==> config.mk <==
export PLATFORM = sky130hd
export DESIGN_NAME = scan_rate_monitor
export DESIGN_NICKNAME = d
export VERILOG_FILES = /design/src/rtl/smr_pkg.sv /design/src/rtl/smr_tick_gen.sv /design/src/rtl/smr_fetch.sv /design/src/rtl/smr_delta_check.sv /design/src/rtl/scan_rate_monitor.sv
export SDC_FILE = /design/constraint.sdc
export NUM_CORES = 1
export LEC_CHECK = 0
export ABC_AREA = 1
export BUFFER_PORTS_ARGS = -buffer_cell sky130_fd_sc_hd__buf_2
export CORE_MARGIN = 1.5
export CORE_UTILIZATION = 53
export DETAILED_ROUTE_END_ITERATION = 12
export PLACE_DENSITY_LB_ADDON = 0.3
export SLEW_MARGIN = 20
export SYNTH_ARGS = -nofsm -noshare
export SYNTH_HDL_FRONTEND = slang
export SYNTH_SLANG_ARGS = --single-unit
==> constraint.sdc <==
create_clock -name clk -period 1.7 [get_ports clk]
set_input_delay 0.17 -clock clk [delete_from_list [all_inputs] [get_ports clk]]
set_output_delay 0.17 -clock clk [all_outputs]
set_load 0.01 [all_outputs]
==> src/rtl/smr_pkg.sv <==
package smr_pkg;
    typedef enum logic {
        FETCH_IDLE = 1'b0,
        FETCH_WAIT = 1'b1
    } fetch_state_e;
endpackage

==> src/rtl/smr_tick_gen.sv <==
module smr_tick_gen #(
    parameter int INTERVAL_CYCLES = 1000
) (
    input  logic clk,
    input  logic rst_n,
    output logic tick_o
);
    localparam int TW = (INTERVAL_CYCLES > 1) ? $clog2(INTERVAL_CYCLES) : 1;
    localparam logic [TW-1:0] LAST = TW'(INTERVAL_CYCLES - 1);

    typedef struct packed {
        logic [TW-1:0] cnt;
        logic          tick;
    } tick_s;

    tick_s s_d, s_q;

    always_comb begin
        s_d      = s_q;
        s_d.tick = 1'b0;
        if (s_q.cnt == LAST) begin
            s_d.cnt  = '0;
            s_d.tick = 1'b1;
        end else begin
            s_d.cnt = s_q.cnt + 1'b1;
        end
    end

    always_ff @(posedge clk or negedge rst_n) begin
        if (!rst_n) s_q <= '0;
        else        s_q <= s_d;
    end

    assign tick_o = s_q.tick;
endmodule

==> src/rtl/smr_fetch.sv <==
module smr_fetch
    import smr_pkg::*;
#(
    parameter int RSP_TIMEOUT = 64,
    parameter int DATA_W      = 8
) (
    input  logic              clk,
    input  logic              rst_n,
    input  logic              tick_i,
    input  logic              clear_i,
    input  logic              rsp_valid_i,
    input  logic [DATA_W-1:0] rsp_data_i,
    output logic              req_o,
    output logic              sample_vld_o,
    output logic [DATA_W-1:0] sample_data_o,
    output logic              timeout_evt_o,
    output logic              timeout_fault_o
);
    localparam int WW = $clog2(RSP_TIMEOUT + 1);
    localparam logic [WW-1:0] WAIT_LAST = WW'(RSP_TIMEOUT - 1);

    typedef struct packed {
        fetch_state_e  st;
        logic [WW-1:0] wcnt;
        logic          req;
        logic          to_sticky;
    } fetch_s;

    fetch_s s_d, s_q;
    logic   accept;
    logic   to_evt;

    always_comb begin
        s_d     = s_q;
        s_d.req = 1'b0;
        accept  = 1'b0;
        to_evt  = 1'b0;
        case (s_q.st)
            FETCH_IDLE: begin
                if (tick_i) begin
                    s_d.st   = FETCH_WAIT;
                    s_d.wcnt = '0;
                    s_d.req  = 1'b1;
                end
            end
            FETCH_WAIT: begin
                if (rsp_valid_i) begin
                    accept = 1'b1;
                    s_d.st = FETCH_IDLE;
                end else if (s_q.wcnt == WAIT_LAST) begin
                    to_evt = 1'b1;
                    s_d.st = FETCH_IDLE;
                end else begin
                    s_d.wcnt = s_q.wcnt + 1'b1;
                end
            end
            default: s_d.st = FETCH_IDLE;
        endcase
        if (clear_i) s_d.to_sticky = 1'b0;
        if (to_evt)  s_d.to_sticky = 1'b1;
    end

    always_ff @(posedge clk or negedge rst_n) begin
        if (!rst_n) s_q <= '{st: FETCH_IDLE, wcnt: '0, req: 1'b0, to_sticky: 1'b0};
        else        s_q <= s_d;
    end

    assign req_o           = s_q.req;
    assign sample_vld_o    = accept;
    assign sample_data_o   = rsp_data_i;
    assign timeout_evt_o   = to_evt;
    assign timeout_fault_o = s_q.to_sticky;
endmodule

==> src/rtl/smr_delta_check.sv <==
module smr_delta_check #(
    parameter int DATA_W    = 8,
    parameter int CNT_W     = 8,
    parameter int EXP_DELTA = 10,
    parameter int TOL       = 1
) (
    input  logic              clk,
    input  logic              rst_n,
    input  logic              clear_i,
    input  logic              sample_vld_i,
    input  logic [DATA_W-1:0] sample_data_i,
    input  logic              resync_i,
    output logic [DATA_W-1:0] delta_o,
    output logic              fault_evt_o,
    output logic              rate_fault_o,
    output logic [CNT_W-1:0]  fault_count_o
);
    localparam logic [DATA_W-1:0] LO_LIM  = DATA_W'(EXP_DELTA - TOL);
    localparam logic [DATA_W-1:0] HI_LIM  = DATA_W'(EXP_DELTA + TOL);
    localparam logic [CNT_W-1:0]  CNT_MAX = '1;

    typedef struct packed {
        logic [DATA_W-1:0] prev;
        logic              have_prev;
        logic [DATA_W-1:0] delta;
        logic              evt;
        logic              sticky;
        logic [CNT_W-1:0]  cnt;
    } chk_s;

    chk_s              s_d, s_q;
    logic [DATA_W-1:0] step;
    logic              out_of_window;

    always_comb begin
        s_d           = s_q;
        s_d.evt       = 1'b0;
        step          = sample_data_i - s_q.prev;
        out_of_window = (step < LO_LIM) || (step > HI_LIM);
        if (sample_vld_i) begin
            if (s_q.have_prev) begin
                s_d.delta = step;
                s_d.evt   = out_of_window;
            end
            s_d.prev      = sample_data_i;
            s_d.have_prev = 1'b1;
        end
        if (resync_i) s_d.have_prev = 1'b0;
        if (clear_i) begin
            s_d.sticky = 1'b0;
            s_d.cnt    = '0;
        end
        if (s_d.evt) begin
            s_d.sticky = 1'b1;
            if (clear_i)               s_d.cnt = CNT_W'(1);
            else if (s_q.cnt != CNT_MAX) s_d.cnt = s_q.cnt + 1'b1;
        end
    end

    always_ff @(posedge clk or negedge rst_n) begin
        if (!rst_n) s_q <= '0;
        else        s_q <= s_d;
    end

    assign delta_o       = s_q.delta;
    assign fault_evt_o   = s_q.evt;
    assign rate_fault_o  = s_q.sticky;
    assign fault_count_o = s_q.cnt;
endmodule

==> src/rtl/scan_rate_monitor.sv <==
module scan_rate_monitor #(
    parameter int INTERVAL_CYCLES = 1000,
    parameter int RSP_TIMEOUT     = 64,
    parameter int EXP_DELTA       = 10,
    parameter int TOL             = 1,
    parameter int DATA_W          = 8,
    parameter int CNT_W           = 8
) (
    input  logic              clk,
    input  logic              rst_n,
    input  logic              clear_i,
    output logic              req_o,
    input  logic              rsp_valid_i,
    input  logic [DATA_W-1:0] rsp_data_i,
    output logic [DATA_W-1:0] delta_o,
    output logic              fault_evt_o,
    output logic              rate_fault_o,
    output logic [CNT_W-1:0]  fault_count_o,
    output logic              timeout_fault_o
);
    logic              tick;
    logic              sample_vld;
    logic [DATA_W-1:0] sample_data;
    logic              timeout_evt;

    smr_tick_gen #(.INTERVAL_CYCLES(INTERVAL_CYCLES)) u_tick (
        .clk    (clk),
        .rst_n  (rst_n),
        .tick_o (tick)
    );

    smr_fetch #(.RSP_TIMEOUT(RSP_TIMEOUT), .DATA_W(DATA_W)) u_fetch (
        .clk             (clk),
        .rst_n           (rst_n),
        .tick_i          (tick),
        .clear_i         (clear_i),
        .rsp_valid_i     (rsp_valid_i),
        .rsp_data_i      (rsp_data_i),
        .req_o           (req_o),
        .sample_vld_o    (sample_vld),
        .sample_data_o   (sample_data),
        .timeout_evt_o   (timeout_evt),
        .timeout_fault_o (timeout_fault_o)
    );

    smr_delta_check #(
        .DATA_W(DATA_W), .CNT_W(CNT_W), .EXP_DELTA(EXP_DELTA), .TOL(TOL)
    ) u_check (
        .clk           (clk),
        .rst_n         (rst_n),
        .clear_i       (clear_i),
        .sample_vld_i  (sample_vld),
        .sample_data_i (sample_data),
        .resync_i      (timeout_evt),
        .delta_o       (delta_o),
        .fault_evt_o   (fault_evt_o),
        .rate_fault_o  (rate_fault_o),
        .fault_count_o (fault_count_o)
    );
endmodule

=== After elaboration in Yosys (flattened, before gate mapping) ===
Cells that the tools add are included.

* Input bits: 12
* Bits in registers: 48
* Word-level logic and storage cells: 54

* Reduce and logical (&&, ||, !) cells: 6
* Bitwise logic cells: 1
* Multiplexer cells: 23
* Eq/ne operators: 6
* Add/sub/neg operators: 4
* $lt $le $gt $ge: 2

{| class="wikitable"
|+ Operators with widths
! kind !! count
|-
| $mux W9 || 4
|-
| $mux W10 || 2
|-
| $mux W8 || 2
|-
| $pmux W8 S2 || 1
|-
| $mux W7 || 2
|-
| $mux W1 || 12
|-
| $add A10 B1 Y10 const B || 1
|-
| $eq A10 B10 Y1 const B || 1
|-
| $add A8 B1 Y8 const B || 1
|-
| $gt A8 B4 Y1 const B || 1
|-
| $lt A8 B4 Y1 const B || 1
|-
| $ne A8 B8 Y1 const B || 1
|-
| $sub A8 B8 Y8 || 1
|-
| $add A7 B1 Y7 const B || 1
|-
| $eq A7 B6 Y1 const B || 1
|-
| $ne A2 B2 Y1 const B || 3
|-
| $reduce_bool A2 Y1 || 3
|-
| $reduce_and A3 Y1 || 1
|-
| $reduce_and A2 Y1 || 1
|-
| $logic_or A1 B1 Y1 || 1
|-
| $not A1 Y1 || 1
|}

=== Longest topological paths before layout ===
* Word-level depth: 6
* Mapped depth: 15

=== By module ===
A second synthesis with hierarchy kept.

* Cells, all modules: 406
* Area, all modules: 3141.8 µm²

{| class="wikitable"
|+ Modules (own cells, without submodules)
! module !! cells each !! area an instance (µm²) !! seq. area each (µm²) !! instances
|-
| smr_delta_check || 259 || 1920.6 || 675.6 || 1
|-
| smr_fetch || 79 || 666.9 || 250.2 || 1
|-
| smr_tick_gen || 68 || 554.3 || 275.3 || 1
|}

=== Worst setup path after synthesis ===
Ideal clock, no wire load.

* Path type: register -> register
* Start point: register u_check.s_q[19] in the netlist's numbering
* End point: register u_check.s_q, in the netlist u_check.rate_fault_o
* Slack: -0.093 ns
* Arrival time: 1.672 ns
* Required time: 1.580 ns
* Stages on the path, launching flop included: 14
* Setup time: 0.120 ns
* Cells stage by stage: dfrtp_1 > ha_1 > inv_1 > fa_1 > nand2_1 > nand2_1 > nand3b_1 > nand2_1 > nand2_1 > nand2_1 > nor2_4 > nand2_4 > nand2_4 > nand2_1

* Longest elaborated chain between the ends: 6
* Elaborated cells on any way between the ends: 8

{| class="wikitable"
|+ RTL lines
! what !! RTL line !! source
|-
| start, declared || smr_delta_check.sv:31 || <nowiki>chk_s s_d, s_q;</nowiki>
|-
| start signal, assigned || smr_delta_check.sv:61 || <nowiki>if (!rst_n) s_q <= '0;</nowiki>
|-
| start signal, assigned || smr_delta_check.sv:62 || <nowiki>else s_q <= s_d;</nowiki>
|-
| $sub A8 B8 Y8 * || smr_delta_check.sv:38 || <nowiki>step = sample_data_i - s_q.prev;</nowiki>
|-
| $lt A8 B4 Y1 or $gt A8 B4 Y1 (tied branches) || smr_delta_check.sv:39 || <nowiki>out_of_window = (step < LO_LIM) || (step > HI_LIM);</nowiki>
|-
| $logic_or A1 B1 Y1 * || smr_delta_check.sv:39 ||
|-
| $mux W9 * || smr_delta_check.sv:41 || <nowiki>if (s_q.have_prev) begin</nowiki>
|-
| $mux W10 * || smr_delta_check.sv:40 || <nowiki>if (sample_vld_i) begin</nowiki>
|-
| $mux W9 or $reduce_bool A2 Y1 (tied branches) || n/a ||
|}

Mark *: on every way between the ends. The rest lies on a longest branch, timed or not. The select of a mux whose other input is x is not followed.
A chain may end at the register's enable or synchronous reset.

==> flow_summary.yaml <==
global_route:
  grt_usage_pct: 20.58
  antenna_found_initial: 0
  grt-ovfl-total: 0
  grt_pass1_wl_um: 9611
  grt_pass1_vias: 2221
  grt_max_degree: 28
timing:
  setup_violations: 10
  max_freq_ghz: 0.5281
  fin_worst_skew_ns: 0.009080
  tightestPinTransition_ns: 0.5099
  hold_viol_final: 0
  whs_ns: 0.09312
  setup_slack_ns: -0.1936
  min_period_ns: 1.894
  slew_violations: 0
  rsz0062_at_grt: "true"
  fin_crit_sh_pct: 111.4
  relSlewSlack_pct: 66.00
critical_path:
  start_kind: "flip-flop"
  path_buf_inv: 1
  crit_path_frequent_cell: "nand2_2"
  crit_path_max_incr_delay_ns: 0.36
  crit_path_cell_trace: "ha_2 -> inv_2 -> fa_2 -> nand2_1 -> nand2_2 -> nand3b_1 -> nand2_1 -> nand2_1 -> nand2_2 -> nor2_4 -> nand2_4 -> nand2_8 -> nand2_2 -> nand2_2"
  critPathKind: "flip-flop to flip-flop"
  path_max_fanout: 6
  arrival_ns: 2.14
  crit_slowest_cell: "dfrtp_1"
  critical_path.top_delay_family: "simple AND/OR/NAND/NOR gates"
  endpoint_kind: "flip-flop"
  required_ns: 1.94
route:
  drc: 0
  wl_met2_um: 2659
  wl_per_cell_um: 11.43
  ant_nets: 0
  dr.pass1.iters: 4
  highest_layer: "met4"
  vias: 2343
  met3_length_um: 209
  met1Wirelength_um: 2631
  via_per_inst: 4.831
  drtIter0Drc: 173
  routed_wl_um: 5543
logic_synthesis:
  syn_inst: 370
  ys_warn_count: 0
  synth_top_area_share_pct: 42.27
  synth_area_per_cell_um2: 7.680
  syn-num-nets: 394
  syn-cell-area_um2: 2841
  ys_types: 34
  ys_seq_area_share_pct: 42.27
  synth-seq-cells: 48
  synth_area_leaders: "dfrtp_1 42%, nand2_1 14%, inv_1 6.5%"
  synth_top_area_cell: "dfrtp_1"
place:
  numPlacedInstances: 472
  dp_hpwl_um: 3966
  gp_congestion: 0.8361
  io_buffers: 31
clocking:
  clockBufferDepth: 2
  h-tree-depth: 2
  path_clk_slew_ns: 0.09
  cts-root-buf: "clkbuf_8"
  cts.sinks: 48
  cts_made_buffers: 5
  tritoncts: "yes"
  clk_latency_ns: 0.30
die:
  initial_core_util_pct: 55.28
  core_area_um2: 5140
  die_area_um2: 5809
  io-pin-count: 32
  die_w_um: 76.22
  rows: 26
  die_h_um: 76.22
power_and_ir_drop:
  leakage_nw: 1.753
  finalPower_mw: 2.485
  p_per_area_nw_per_um2: 743.3
  ir_drop_v: 0.0004560
final_layout:
  area_delta_synth_final_pct: 17.66
  fill_cells: 476
  multi_input_area_um2: 1410
  register_area_um2: 1201
  num_antenna_cells: 0
  final_common_cell: "nand2_1"
  drive_above_1_share_pct: 24.58
  nets: 438
  mostFrequentLayoutCells: "95 x nand2_1, 48 x dfrtp_1, 47 x inv_1"
  final_cells: 485
status:
  status: "finished with violations"
  violations: "negative setup slack"
worst_hold_path:
  hp-class: "primary input to flip-flop"
flow_run:
  max-cap-violations: 0
-- state kept, by name, summed over array words and instances, names as in the netlist --
register / cells
u_fetch.timeout_fault_o: 1
u_fetch.req_o: 1
u_tick.tick_o: 1
u_tick.s_q: 10
u_check.fault_evt_o: 1
u_check.fault_count_o: 8
u_check.delta_o: 8
u_check.s_q: 9
u_check.rate_fault_o: 1
u_fetch.s_q: 8
-- report_power, final --
part	internal, mW	switching (mW)	leakage (nW)
sequential	1.19	0.0260	0.627
combinational	0.252	0.309	1.08
clock	0.331	0.374	0.0445
-- through the flow --
step	utilization, %	area, µm²	setup slack [ns]	setup TNS [ns]
6_report	65.04	3343	-0.1936	-1.805
5_1_grt	65.04	3343	-0.3485	-3.298
4_1_cts	63.71	3274	-0.1993	-1.826
3_5_place_dp	60.98	3134	-0.1932	-1.829
3_3_place_gp	60.98	3134	-0.1552	-1.502
2_1_floorplan	-	2855	-0.05673	-0.4967
-- logic make-up after synthesis --
family	synth area share (%)
AO/OA/AOI/OAI	6.297
flip-flops	42.27
XOR/XNOR	3.082
AND/OR/NAND/NOR	31.04
adder cells (fa/ha/maj)	5.548
buffers and inverters	11.76
-- worst register-to-register path: stages, from the launching register on --
cell and delay, ns:
dfrtp_1 0.36, ha_2 0.17, inv_2 0.03, fa_2 0.34, nand2_1 0.08, nand2_2 0.07, nand3b_1 0.10, nand2_1 0.06
nand2_1 0.08, nand2_2 0.07, nor2_4 0.13, nand2_4 0.12, nand2_8 0.12, nand2_2 0.06, nand2_2 0.06
-- final timing paths --
| path | from | to | slack (ns) | depth (start not counted) |
|---|---|---|---|---|
| min in group asynchronous | rst_n | u_fetch.s_q[5]$_DFFE_PN0P_ | 0.37 | 2 |
| worst max-delay path | u_check.s_q[19]$_DFFE_PN0P_ | u_check.fault_count_o[2]$_DFF_PN0_ | -0.19 | 14 |
| worst max register to register | u_check.s_q[19]$_DFFE_PN0P_ | u_check.fault_count_o[2]$_DFF_PN0_ | -0.19 | 14 |
| max in group asynchronous | rst_n | u_fetch.timeout_fault_o$_DFFE_PN0P_ | 0.83 | 3 |
| worst min-delay path | rsp_data_i[5] | u_check.s_q[24]$_DFFE_PN0P_ | 0.09 | 3 |
| worst min register to register | u_check.delta_o[5]$_DFFE_PN0P_ | u_check.delta_o[5]$_DFFE_PN0P_ | 0.48 | 2 |
-- area by class of cell --
type | instances | share of cell area, %
Tap cell | 70 | 2.620
Inverter | 50 | 5.763
Multi-Input combinational cell | 253 | 42.18
Sequential cell | 48 | 35.93
Timing Repair Buffer | 56 | 10.70
Clock buffer | 7 | 2.582
Clock inverter | 1 | 0.2246
-- layer usage --
layer / global-route usage [%] / up-vias
met5: 0 / -
met4: 6.667 / 0
met3: 4.910 / 4
met2: 35.18 / 40
met1: 25.69 / 1062
li1: - / 1237
-- cells in the mapped netlist --
cell / n
nand2_1: 107
inv_1: 49
dfrtp_1: 48
nand3_1: 33
nor2_1: 31
buf_4: 16
o21ai_0: 15
a21oi_1: 12
ha_1: 11
xor2_1: 6
xnor2_1: 4
clkbuf_1: 3
nand2_4: 3
nand3_2: 3
nor3_1: 3
buf_2: 2
nand2_2: 2
nand3b_1: 2
nand4_1: 2
nor2_4: 2
nor4_1: 2
o21a_1: 2
a21boi_0: 1
a31oi_1: 1
clkinv_4: 1
fa_1: 1
nor2_2: 1
nor3_2: 1
nor3b_1: 1
o21ai_2: 1
o22ai_1: 1
or2_1: 1
or2_2: 1
or2_4: 1
-- repair_timing --
| action | 4_1_cts | 5_1_grt |
|---|---|---|
| hold endpoints to repair | 21 | 0 |
| gates cloned | 2 | 0 |
| pin swaps | 1 | 4 |
| setup buffers | 0 | 2 |
| hold buffers | 1 | 0 |
| gates resized for setup | 6 | 14 |
| endpoints found under the setup margin | 10 | 13 |
(Power assumes the default switching activity.)
